## src/rtl/r16csa_pkg.sv

```systemverilog
package r16csa_pkg;
  localparam int DIGIT_W = 4;

  typedef struct packed {
    logic capture;
    logic selInit;
  } ctrlStrobes_t;
endpackage

```

## src/rtl/r16csa_digit.sv

```systemverilog
module r16csa_digit #(
  parameter int DW = 4
) (
  input  logic [DW-1:0] aIn,
  input  logic [DW-1:0] bIn,
  input  logic          cIn,
  output logic [DW-1:0] sOut,
  output logic          cOut
);
  logic rip;

  always_comb begin
    rip = cIn;
    for (int i = 0; i < DW; i++) begin
      sOut[i] = aIn[i] ^ bIn[i] ^ rip;
      rip     = (aIn[i] & bIn[i]) | (rip & (aIn[i] ^ bIn[i]));
    end
    cOut = rip;
  end
endmodule

```

## src/rtl/r16csa_ctrl.sv

```systemverilog
module r16csa_ctrl
  import r16csa_pkg::*;
(
  input  logic         loadEn,
  input  logic         stepEn,
  output ctrlStrobes_t strobes
);
  always_comb begin
    strobes.selInit = loadEn;
    strobes.capture = loadEn | stepEn;
  end
endmodule

```

## src/rtl/r16csa_dp.sv

```systemverilog
module r16csa_dp
  import r16csa_pkg::*;
#(
  parameter int LOW_DIGITS = 11,
  parameter int HIGH_BITS  = 13
) (
  input  logic                  clk,
  input  logic                  rst,
  input  ctrlStrobes_t          strobes,
  input  logic [LOW_DIGITS*DIGIT_W+HIGH_BITS-1:0] initVal,
  input  logic [LOW_DIGITS*DIGIT_W+HIGH_BITS-1:0] multHi,
  input  logic                  cinHi,
  input  logic [LOW_DIGITS*DIGIT_W+HIGH_BITS-1:0] multLo,
  input  logic                  cinLo,
  output logic [LOW_DIGITS*DIGIT_W+HIGH_BITS-1:0] sumQ,
  output logic [HIGH_BITS-1:0]  carryUpQ,
  output logic [LOW_DIGITS-2:0] carryDigQ
);
  localparam int LOW = LOW_DIGITS * DIGIT_W;
  localparam int W   = LOW + HIGH_BITS;

  logic [W-1:0]          shSum;
  logic [LOW_DIGITS-1:0] cin1, cin2, c1, c2;
  logic [LOW-1:0]        lvl1Sum, lvl2Sum;
  logic [HIGH_BITS-1:0]  upShift, hiS1, hiK1, hiK1Sh, hiS2, hiK2, newUp;

  assign shSum = {sumQ[W-DIGIT_W-1:0], {DIGIT_W{1'b0}}};

  // Low region: two ripple levels per digit, one stored carry per digit
  for (genvar k = 0; k < LOW_DIGITS; k++) begin : g_digit
    if (k == 0) begin : g_first
      assign cin1[k] = cinHi;
      assign cin2[k] = cinLo;
    end else if (k == 1) begin : g_second
      assign cin1[k] = 1'b0;
      assign cin2[k] = c1[k-1];
    end else begin : g_rest
      assign cin1[k] = carryDigQ[k-2];
      assign cin2[k] = c1[k-1];
    end

    r16csa_digit #(.DW(DIGIT_W)) lvl1_i (
      .aIn (shSum[k*DIGIT_W +: DIGIT_W]),
      .bIn (multHi[k*DIGIT_W +: DIGIT_W]),
      .cIn (cin1[k]),
      .sOut(lvl1Sum[k*DIGIT_W +: DIGIT_W]),
      .cOut(c1[k])
    );
    r16csa_digit #(.DW(DIGIT_W)) lvl2_i (
      .aIn (lvl1Sum[k*DIGIT_W +: DIGIT_W]),
      .bIn (multLo[k*DIGIT_W +: DIGIT_W]),
      .cIn (cin2[k]),
      .sOut(lvl2Sum[k*DIGIT_W +: DIGIT_W]),
      .cOut(c2[k])
    );
  end

  // Upper region: bitwise carry-save, fed at bit 0 by the top digit's carries
  always_comb begin
    upShift    = carryUpQ << DIGIT_W;
    upShift[0] = carryDigQ[LOW_DIGITS-2];
    hiS1   = shSum[W-1:LOW] ^ upShift ^ multHi[W-1:LOW];
    hiK1   = (shSum[W-1:LOW] & upShift) | (shSum[W-1:LOW] & multHi[W-1:LOW])
           | (upShift & multHi[W-1:LOW]);
    hiK1Sh = {hiK1[HIGH_BITS-2:0], c1[LOW_DIGITS-1]};
    hiS2   = hiS1 ^ hiK1Sh ^ multLo[W-1:LOW];
    hiK2   = (hiS1 & hiK1Sh) | (hiS1 & multLo[W-1:LOW]) | (hiK1Sh & multLo[W-1:LOW]);
    newUp  = {hiK2[HIGH_BITS-2:0], c2[LOW_DIGITS-1]};
  end

  always_ff @(posedge clk) begin
    if (rst) begin
      sumQ      <= '0;
      carryUpQ  <= '0;
      carryDigQ <= '0;
    end else if (strobes.capture) begin
      if (strobes.selInit) begin
        sumQ      <= initVal;
        carryUpQ  <= '0;
        carryDigQ <= '0;
      end else begin
        sumQ      <= {hiS2, lvl2Sum};
        carryUpQ  <= newUp;
        carryDigQ <= c2[LOW_DIGITS-2:0];
      end
    end
  end
endmodule

```

## src/rtl/r16csa_top.sv

```systemverilog
module r16csa_top
  import r16csa_pkg::*;
#(
  parameter int LOW_DIGITS = 11,
  parameter int HIGH_BITS  = 13
) (
  input  logic clk,
  input  logic rst,
  input  logic loadEn,
  input  logic stepEn,
  input  logic [LOW_DIGITS*4+HIGH_BITS-1:0] initVal,
  input  logic [LOW_DIGITS*4+HIGH_BITS-1:0] multHi,
  input  logic cinHi,
  input  logic [LOW_DIGITS*4+HIGH_BITS-1:0] multLo,
  input  logic cinLo,
  output logic [LOW_DIGITS*4+HIGH_BITS-1:0] sumOut,
  output logic [HIGH_BITS-1:0] carryUpOut,
  output logic [LOW_DIGITS-2:0] carryDigOut
);
  ctrlStrobes_t strobes;

  r16csa_ctrl ctrl_i (
    .loadEn (loadEn),
    .stepEn (stepEn),
    .strobes(strobes)
  );

  r16csa_dp #(.LOW_DIGITS(LOW_DIGITS), .HIGH_BITS(HIGH_BITS)) dp_i (
    .clk      (clk),
    .rst      (rst),
    .strobes  (strobes),
    .initVal  (initVal),
    .multHi   (multHi),
    .cinHi    (cinHi),
    .multLo   (multLo),
    .cinLo    (cinLo),
    .sumQ     (sumOut),
    .carryUpQ (carryUpOut),
    .carryDigQ(carryDigOut)
  );
endmodule

```

## config.mk

```make
export PLATFORM = sky130hd
export DESIGN_NAME = r16csa_top
export DESIGN_NICKNAME = d
export VERILOG_FILES = /design/src/rtl/r16csa_pkg.sv /design/src/rtl/r16csa_digit.sv /design/src/rtl/r16csa_ctrl.sv /design/src/rtl/r16csa_dp.sv /design/src/rtl/r16csa_top.sv
export SDC_FILE = /design/constraint.sdc
export NUM_CORES = 1
export LEC_CHECK = 0
export BUFFER_PORTS_ARGS = -buffer_cell sky130_fd_sc_hd__buf_2
export CORE_MARGIN = 3
export CORE_UTILIZATION = 45
export CTS_CLUSTER_DIAMETER = 120
export DETAILED_ROUTE_END_ITERATION = 6
export PLACE_DENSITY = 0.78
export SLEW_MARGIN = 15
export SYNTH_ARGS = -nofsm -noshare
export SYNTH_HDL_FRONTEND = slang
export SYNTH_HIERARCHICAL = 1
export SYNTH_SLANG_ARGS = --single-unit
```

## constraint.sdc

```tcl
create_clock -name clk -period 3.29 [get_ports clk]
set_input_delay 0.329 -clock clk [delete_from_list [all_inputs] [get_ports clk]]
set_output_delay 0.329 -clock clk [all_outputs]
set_load 0.02 [all_outputs]
```

Yosys cells after proc, flatten, opt, wreduce, memory -nomap -nowiden
Cells that the tools add are included.
Word-level totals
  logic and storage cells: 446
  bits in registers: 80
  output and inout port bits: 80
  bits in latches: 0
  memories: 0
  memory bits (writable): 0
  bits in read-only memories: 0
  input bits: 177
Operators by class
  reduce and logical (&&, ||, !) cells: 0
  eq/ne operators: 0
  shift-type cells: 0
  div/mod/pow operators: 0
  magnitude comparators: 0
  muxes and demuxes: 3
  $add $sub $neg: 0
  $mul: 0
  bitwise operators: 440
Operators by type and width (number)
  1-bit bitwise AND: 171
  1-bit bitwise XOR: 171
  1-bit OR: 84
  12-bit bitwise AND: 6
  57-bit two-way mux: 1
  13-bit bitwise XOR: 4
  12-bit OR: 4
  13-bit two-way mux: 1
  10-bit two-way mux: 1

Depth between registers and ports, before layout
Gate-level depths: netlist of run 1.
  depth in word-level cells: 18
  mapped depth: 18
  depth with buffers taken out: 18

Cells and area by module
The synthesis of run 1 kept the hierarchy.
Modules (own cells, without submodules)
  r16csa_dp: area each 3951.3 um^2, seq. area each 1601.5 um^2, cells each 417, times used 1
  r16csa_digit: area each 117.6 um^2, seq. area each 0.0 um^2, cells each 14, times used 22
  r16csa_ctrl: area each 13.8 um^2, seq. area each 0.0 um^2, cells each 2, times used 1

Least setup slack after synthesis of run 1
No wires, ideal clock.
  path type: reg2reg
  start point: register dp_i.sumQ[0]
  end point: register dp_i.sumQ[11]
  data arrival time: 3.480 ns
  cell stages (with the launch flop): 19
  library setup time: 0.086 ns
  required time: 3.204 ns
  slack: -0.276 ns
  clock period less this slack: 3.566 ns
  cells stage by stage: dfxtp_1 -> fa_1 -> inv_1 -> fa_1 -> inv_1 -> fa_1 -> inv_1 -> fa_1 -> inv_1 -> fa_1 -> inv_1 -> fa_1 -> inv_1 -> fa_1 -> inv_1 -> fa_1 -> inv_1 -> mux2i_1 -> a211oi_1
On the way
  cells in the longest elaborated chain, start to end: 15
RTL lines
  start, declared: line r16csa_dp.sv:15  | output logic [LOW_DIGITS*DIGIT_W+HIGH_BITS-1:0] sumQ,
  start signal, assigned: line r16csa_dp.sv:78  | sumQ <= initVal;
  start signal, assigned: line r16csa_dp.sv:82  | sumQ <= {hiS2, lvl2Sum};
  1-bit bitwise AND (2 in a row): line r16csa_digit.sv:16  | rip = (aIn[i] & bIn[i]) | (rip & (aIn[i] ^ bIn[i]));
  1-bit OR: line r16csa_digit.sv:16
  1-bit bitwise AND: line r16csa_digit.sv:16
  1-bit OR: line r16csa_digit.sv:16
  1-bit bitwise AND: line r16csa_digit.sv:16
  1-bit OR: line r16csa_digit.sv:16
  via dp_i.c1[1]: line r16csa_dp.sv:23  | logic [LOW_DIGITS-1:0] cin1, cin2, c1, c2;
  1-bit bitwise AND: line r16csa_digit.sv:16
  1-bit OR: line r16csa_digit.sv:16
  1-bit bitwise AND: line r16csa_digit.sv:16
  1-bit OR: line r16csa_digit.sv:16
  1-bit bitwise AND: line r16csa_digit.sv:16
  1-bit OR: line r16csa_digit.sv:16
  1-bit bitwise XOR: line r16csa_digit.sv:15  | sOut[i] = aIn[i] ^ bIn[i] ^ rip;
  via dp_i.lvl2Sum[11]: line r16csa_dp.sv:24  | logic [LOW-1:0] lvl1Sum, lvl2Sum;
  57-bit two-way mux: line r16csa_dp.sv:77  | if (strobes.selInit) begin
The timed path passes the listed nets, and every way through them passes these cells.
A chain may end at the register's enable or synchronous reset.

Final worst setup path of run 1
Same ends and word-level chain as after synthesis.

==> impl_metrics.toml, run 1 <==
[sta]
finalHoldViolations = 0
fin_skew_ns = 0.00779
finalCritPeriodShare_pct = 106
min_period_ns = 3.48
slew_violations = 0
setup_tns_ns = -1.27
worst_pin_slew_ns = 0.766
setup_viol = 9
rsz0062_at_grt = "true"
slew-limit-headroom_pct = 48.7
hold_ws_ns = 0.328
worst_slack_ns = -0.194
fmax_mhz = 287

[clock_network]
clock_latency_ns = 0.34
cts_tree = "yes"
cts_buffers = 9
clkTransAtPathRegs_ns = 0.07
clk_path_buf_depth = 2
cts_setup_buffers = 0
cts.sinks = 80
root_buffer = "clkbuf_16"
htree_levels = 3
holdBufCountCts = 0

[placed_design]
post-place-cells = 1157
dp_hpwl_um = 13500
placed_cell_area_um2 = 8170
place_ws_ns = -0.383
numPortBuffers = 256
gp_congestion = 0.868

[synth]
synth_edf_count = 0
async_flop_share_pct = 0
synth_flop_cell = "dfxtp_1"
yosysUniqueCellTypes = 28
syn_area_um2 = 6550
yosysMostFrequentCell = "inv_1"
syn_inst = 727
synthTopCellsByArea = "fa_1 33%, dfxtp_1 24%, inv_1 15%"
yosysWarningCount = 6
postSynthAreaPerCell_um2 = 9.01
synth_top_area_share_pct = 33.3
synth_top_area_cell = "fa_1"
ys_ff_latch = 80
synthTopCellsByCount = "254 x inv_1, 109 x fa_1, 80 x dfxtp_1, 80 x nor2_1, 46 x a211oi_1"
synth_seq_area_share_pct = 24.4

[floorplan]
die-area_um2 = 16000
initial_core_util_pct = 46.7
rows = 43
die_y_um = 127
fp.dieW_um = 127
core_area_um2 = 14000
boundaryPins = 257

[final_layout]
area_growth_pct = 32.2
fin_cells = 1174
seq_area_um2 = 1650
drive_gt1_share_pct = 46.6
final_cell_area_um2 = 8660
nets = 1277
multi_input_area_um2 = 4010
n_fill_cell = 1205
finalCoreUtilization_pct = 61.7

[global_route]
antenna_found_initial = 1
grt_overflow = 0
grt_pass1_wl_um = 27600
grt_max_degree = 75
track_usage_pct = 21.6
grt_pass1_vias = 5770

[drt]
avgRoutedWirePerCell_um = 14.7
first_pass_iters = 4
ant_nets = 0
vias_per_cell = 4.73
vias = 5551
drc = 0
wl_um = 17300
drtIter0Drc = 230

[run_status]
status = "finished, violations left"
violations = "setup timing"

[setup_path]
path_cells = "fa_2, inv_2, fa_2, inv_2, fa_2, inv_2, fa_2, inv_2, fa_2, inv_2, fa_2, inv_2, fa_2, inv_2, fa_2, inv_2, mux2i_1, a211oi_1"
crit_required_ns = 3.54
reg2regPathDepth = 18
slowest_stage = "fa_2"
critPathLaunchType = "register"
crit_arrival_ns = 3.74
reg2reg_from = "dp_i/sumQ[0]"
endpoint_kind = "register"
critPathMaxStageDelay_ns = 0.44
rrSetupSlack_ns = -0.19
worstSetupPathType = "register to register"
r2r_end = "dp_i/sumQ[11]"
critPathTopFamily = "adder cells"
cp_num_cells = 18
path_max_fanout = 2
path_buf_inv = 8

[power_and_ir_drop]
power.density_nw_per_um2 = 557
vdd.ir_drop.worst_mv = 0.328
p_leak_nw = 4.65
total_power_mw = 4.83

[run]
cap_violations = 0

[worst_hold_path]
min_path_cells = 3
hold_start = "initVal[11]"
hp-class = "input pin to register"
holdPathEnd = "dp_i/sumQ[11]"
==> cell families after synthesis <==
| group | count (synthesis) | share of synthesized area [%] |
|---|---|---|
| flops | 80 | 24.4 |
| compound gates | 92 | 9.93 |
| mux | 45 | 6.87 |
| fa+ha+maj | 112 | 33.9 |
| other cells | 1 | 0.0572 |
| simple gates | 104 | 6.55 |
| xor+xnor | 3 | 0.611 |
| buf+inv | 290 | 17.7 |
==> how the worst max path moves through the flow <==
| stage | startpoint | to | slack, ns |
|---|---|---|---|
| after floorplan | dp_i/sumQ[8] | dp_i/sumQ[19] | -0.02 |
| after global placement | multHi[20] | dp_i/sumQ[27] | -0.29 |
| after detailed placement | multHi[8] | dp_i/sumQ[15] | -0.38 |
| after CTS | dp_i/sumQ[28] | dp_i/sumQ[39] | -0.22 |
| after global routing | dp_i/sumQ[16] | dp_i/sumQ[27] | -0.35 |
| final | dp_i/sumQ[0] | dp_i/sumQ[11] | -0.19 |
==> worst register-to-register path, stage by stage, from the launching register on <==
cell      delay (ns)
dfxtp_4         0.35
fa_2            0.33
inv_2           0.06
fa_2            0.18
inv_2           0.04
fa_2            0.34
inv_2           0.06
fa_2            0.18
inv_2           0.04
fa_2            0.35
inv_2           0.06
fa_2            0.19
inv_2           0.04
fa_2            0.35
inv_2           0.07
fa_2            0.44
inv_2           0.05
mux2i_1         0.05
a211oi_1        0.22
==> flip-flops by register name, indices dropped and copies added (netlist names) <==
name            count
dp_i/carryDigQ     10
dp_i/carryUpQ      13
dp_i/sumQ          57
==> layout by cell type (no fill, tap or decap), types with 2 or more instances in the layout <==
master and n:
mux2i_1 45, a2bb2oi_1 11, a211oi_1 46, xnor2_1 2, fa_2 73, dfxtp_1 63
nor2_1 80, inv_2 71, a22oi_1 9, buf_2 254, a22oi_2 3, dfxtp_4 9
ha_1 3, o21ai_0 10, nand2_1 10, fa_1 36, and2_1 10, conb_1 5
inv_1 183, a21oi_1 11, buf_4 26, clkbuf_16 11, dfxtp_2 8
==> per-layer routing <==
metal	GRT usage [%]	part of all wire (%)	vias up
li1	-	-	2648
met1	26.5	40	2676
met2	37.5	51	202
met3	5.18	6.9	25
met4	6.81	1.8	0
met5	0	0	-
==> power breakdown <==
group	switching, mW	internal [mW]
Clock	0.423	0.706
Combinational	1.34	1.07
Sequential	0.148	1.14
Total	1.91	2.91
==> timing repair <==
item | CTS | global route
setup endpoints to repair | 9 | 18
pin swaps | 21 | 22
gates resized for setup | 63 | 47
==> final cells by class <==
class	count	area share, %
Antenna cell	1	0.0289
Timing Repair Buffer	281	17.1
Clock buffer	12	3.34
Tap cell	180	2.60
Sequential cell	80	19.0
Inverter	255	11.1
Multi-Input combinational cell	361	46.3
Clock inverter	4	0.621
Power figures use the tool's default switching activity.
==> inputs of run 2 (changes only) <==
==> constraint.sdc (replaced) <==
create_clock -name clk -period 3.29 [get_ports clk]
set_input_delay 0.329 -clock clk [delete_from_list [all_inputs] [get_ports clk]]
set_output_delay 0.329 -clock clk [all_outputs]
set_load 0.005 [all_outputs]
==> impl_metrics.toml, run 2 (synthesized netlist as in run 1, its figures left out) <==
[run_status]
status = "finished, violations left"
violations = "setup timing"

[final_layout]
finalCoreUtilization_pct = 61.3
final_common_cell = "buf_2"
reg_top3 = "dp_i/sumQ (57), dp_i/carryUpQ (13), dp_i/carryDigQ (10)"
area_growth_pct = 31.3
nets = 1280
regMostFlops = "dp_i/sumQ"
largest_register_ffs = 57
most-common-layout-cells = "255 x buf_2, 190 x inv_1, 80 x nor2_1"
final_cell_area_um2 = 8600
fin_cells = 1176
diodes = 0
drive_gt1_share_pct = 45.4

[sta]
hold_ws_ns = 0.323
fin_skew_ns = 0.0106
slew_violations = 0
slew-limit-headroom_pct = 30.4
fmax_mhz = 288
rsz0062_at_grt = "true"
setup_viol = 9
finalCritPeriodShare_pct = 106
min_period_ns = 3.47
finalHoldViolations = 0
worst_slack_ns = -0.184
worst_pin_slew_ns = 1.04

[floorplan]
core_area_um2 = 14000
fp.dieW_um = 127
die_y_um = 127
initial_core_util_pct = 46.7
die-area_um2 = 16000
boundaryPins = 257
rows = 43

[worst_hold_path]
hp-class = "input pin to register"
hold_start = "initVal[4]"

[global_route]
grt_pass1_vias = 5846
grt_overflow = 0
grt_max_degree = 71
track_usage_pct = 21.8
grt_pass1_wl_um = 27900
antenna_found_initial = 0

[setup_path]
cp-startpoint = "dp_i/sumQ[0]"
worst_path_most_repeated_cell = "fa_2"
slowest_stage = "fa_2"
path_max_fanout = 2
crit_required_ns = 3.55
critPathLaunchType = "register"
path_buf_inv = 8
critPathTopFamily = "adder cells"
endpoint_kind = "register"
worstSetupPathType = "register to register"
crit_arrival_ns = 3.73
critPathMaxStageDelay_ns = 0.42
path_cells = "fa_2, inv_2, fa_2, inv_2, fa_2, inv_2, fa_2, inv_2, fa_2, inv_2, fa_2, inv_2, fa_2, inv_2, fa_2, inv_1, mux2i_1, a211oi_1"
reg2reg_from = "dp_i/sumQ[0]"

[clock_network]
cts.sinks = 80
clk_path_buf_depth = 2
htree_levels = 3
cts_buffers = 9
holdBufCountCts = 0
cts_tree = "yes"
root_buffer = "clkbuf_16"
clock_latency_ns = 0.35
clkTransAtPathRegs_ns = 0.06

[drt]
wl_um = 17200
vias = 5475
drtIter0Drc = 157
avgRoutedWirePerCell_um = 14.7
vias_per_cell = 4.66
ant_nets = 0
first_pass_iters = 4
drc = 0

[placed_design]
dp_hpwl_um = 13500
gp_congestion = 0.856
placed_cell_area_um2 = 8120
post-place-cells = 1159
numPortBuffers = 256

[power_and_ir_drop]
power_frac_seq_pct = 28.3
comb_power_share_pct = 48.8
clkPwrFrac_pct = 22.9
p_sw_share_pct = 38.5
p_sw_mw = 1.75
p_leak_nw = 4.64
power.density_nw_per_um2 = 527
vdd.ir_drop.worst_mv = 0.319
p_int_mw = 2.79

[run]
cap_violations = 0
run 2: cell count changes in the layout (fill, tap and decap cells not counted), moves of 2 or more:
cell / previous run / this run
dfxtp_4: 9 / 0
dfxtp_2: 8 / 15
inv_1: 183 / 190
inv_2: 71 / 64
fa_1: 36 / 42
fa_2: 73 / 67
buf_4: 26 / 29
clkbuf_16: 11 / 9
clkinvlp_4: 0 / 2
dfxtp_1: 63 / 65
run 2: metrics by stage:
step | setup WS, ns | setup TNS (ns) | total power, mW
after CTS | -0.297 | -1.81 | 4.53
after global routing | -0.340 | -2.95 | 4.99
after global placement | -0.351 | -3.24 | 3.24
after floorplan | -0.0471 | -0.376 | 2.63
after detailed placement | -0.464 | -4.45 | 3.33
final | -0.184 | -1.48 | 4.54
run 2: layout make-up:
cell class,instances,area [um2]
Sequential cell,80,1620
Tap cell,180,225
Fill cell,1238,5440
Clock buffer,9,225
Multi-Input combinational cell,361,4000
Clock inverter,7,80.1
Timing Repair Buffer,284,1490
Inverter,255,957
run 2: worst reg2reg max path: stages, from the launching register on:
cell      delay (ns)
dfxtp_2         0.33
fa_2            0.33
inv_2           0.07
fa_2            0.20
inv_2           0.04
fa_2            0.34
inv_2           0.07
fa_2            0.20
inv_2           0.04
fa_2            0.32
inv_2           0.06
fa_2            0.19
inv_2           0.04
fa_2            0.33
inv_2           0.06
fa_2            0.42
inv_1           0.07
mux2i_1         0.06
a211oi_1        0.22
run 2: power groups by stage:
stage	sequential (mW)	combinational [mW]	clock, mW
2_1_floorplan	1.30	1.33	0
3_3_place_gp	1.29	1.95	0
3_5_place_dp	1.30	2.03	0
4_1_cts	1.28	2.17	1.07
5_1_grt	1.30	2.58	1.11
6_report	1.28	2.21	1.04
run 2: metal layers:
layer  share of wire, %  routed length (um)  vias to the layer above  global-route usage [%]
met3                6.6                1130                       26                    5.26
met5                  0                   0                        -                       0
met2                 51                8790                      181                    38.5
met4                2.2                 372                        0                    7.26
li1                   -                   -                     2648                       -
met1                 40                6930                     2620                    26.2
run 2: worst paths after layout:
check / depth (start not counted) / slack (ns) / end
min reg2reg: 2 / 0.46 / dp_i/sumQ[53]
max reg2reg: 18 / -0.18 / dp_i/sumQ[11]
max: 18 / -0.18 / dp_i/sumQ[11]
min: 3 / 0.32 / dp_i/sumQ[4]
run 2: repair_timing:
item / 4_1_cts / 5_1_grt
endpoints found under the hold margin: 0 / 0
buffers inserted: 1 / 0
pin swaps: 34 / 39
gates resized for setup: 88 / 39
endpoints found under the setup margin: 13 / 25
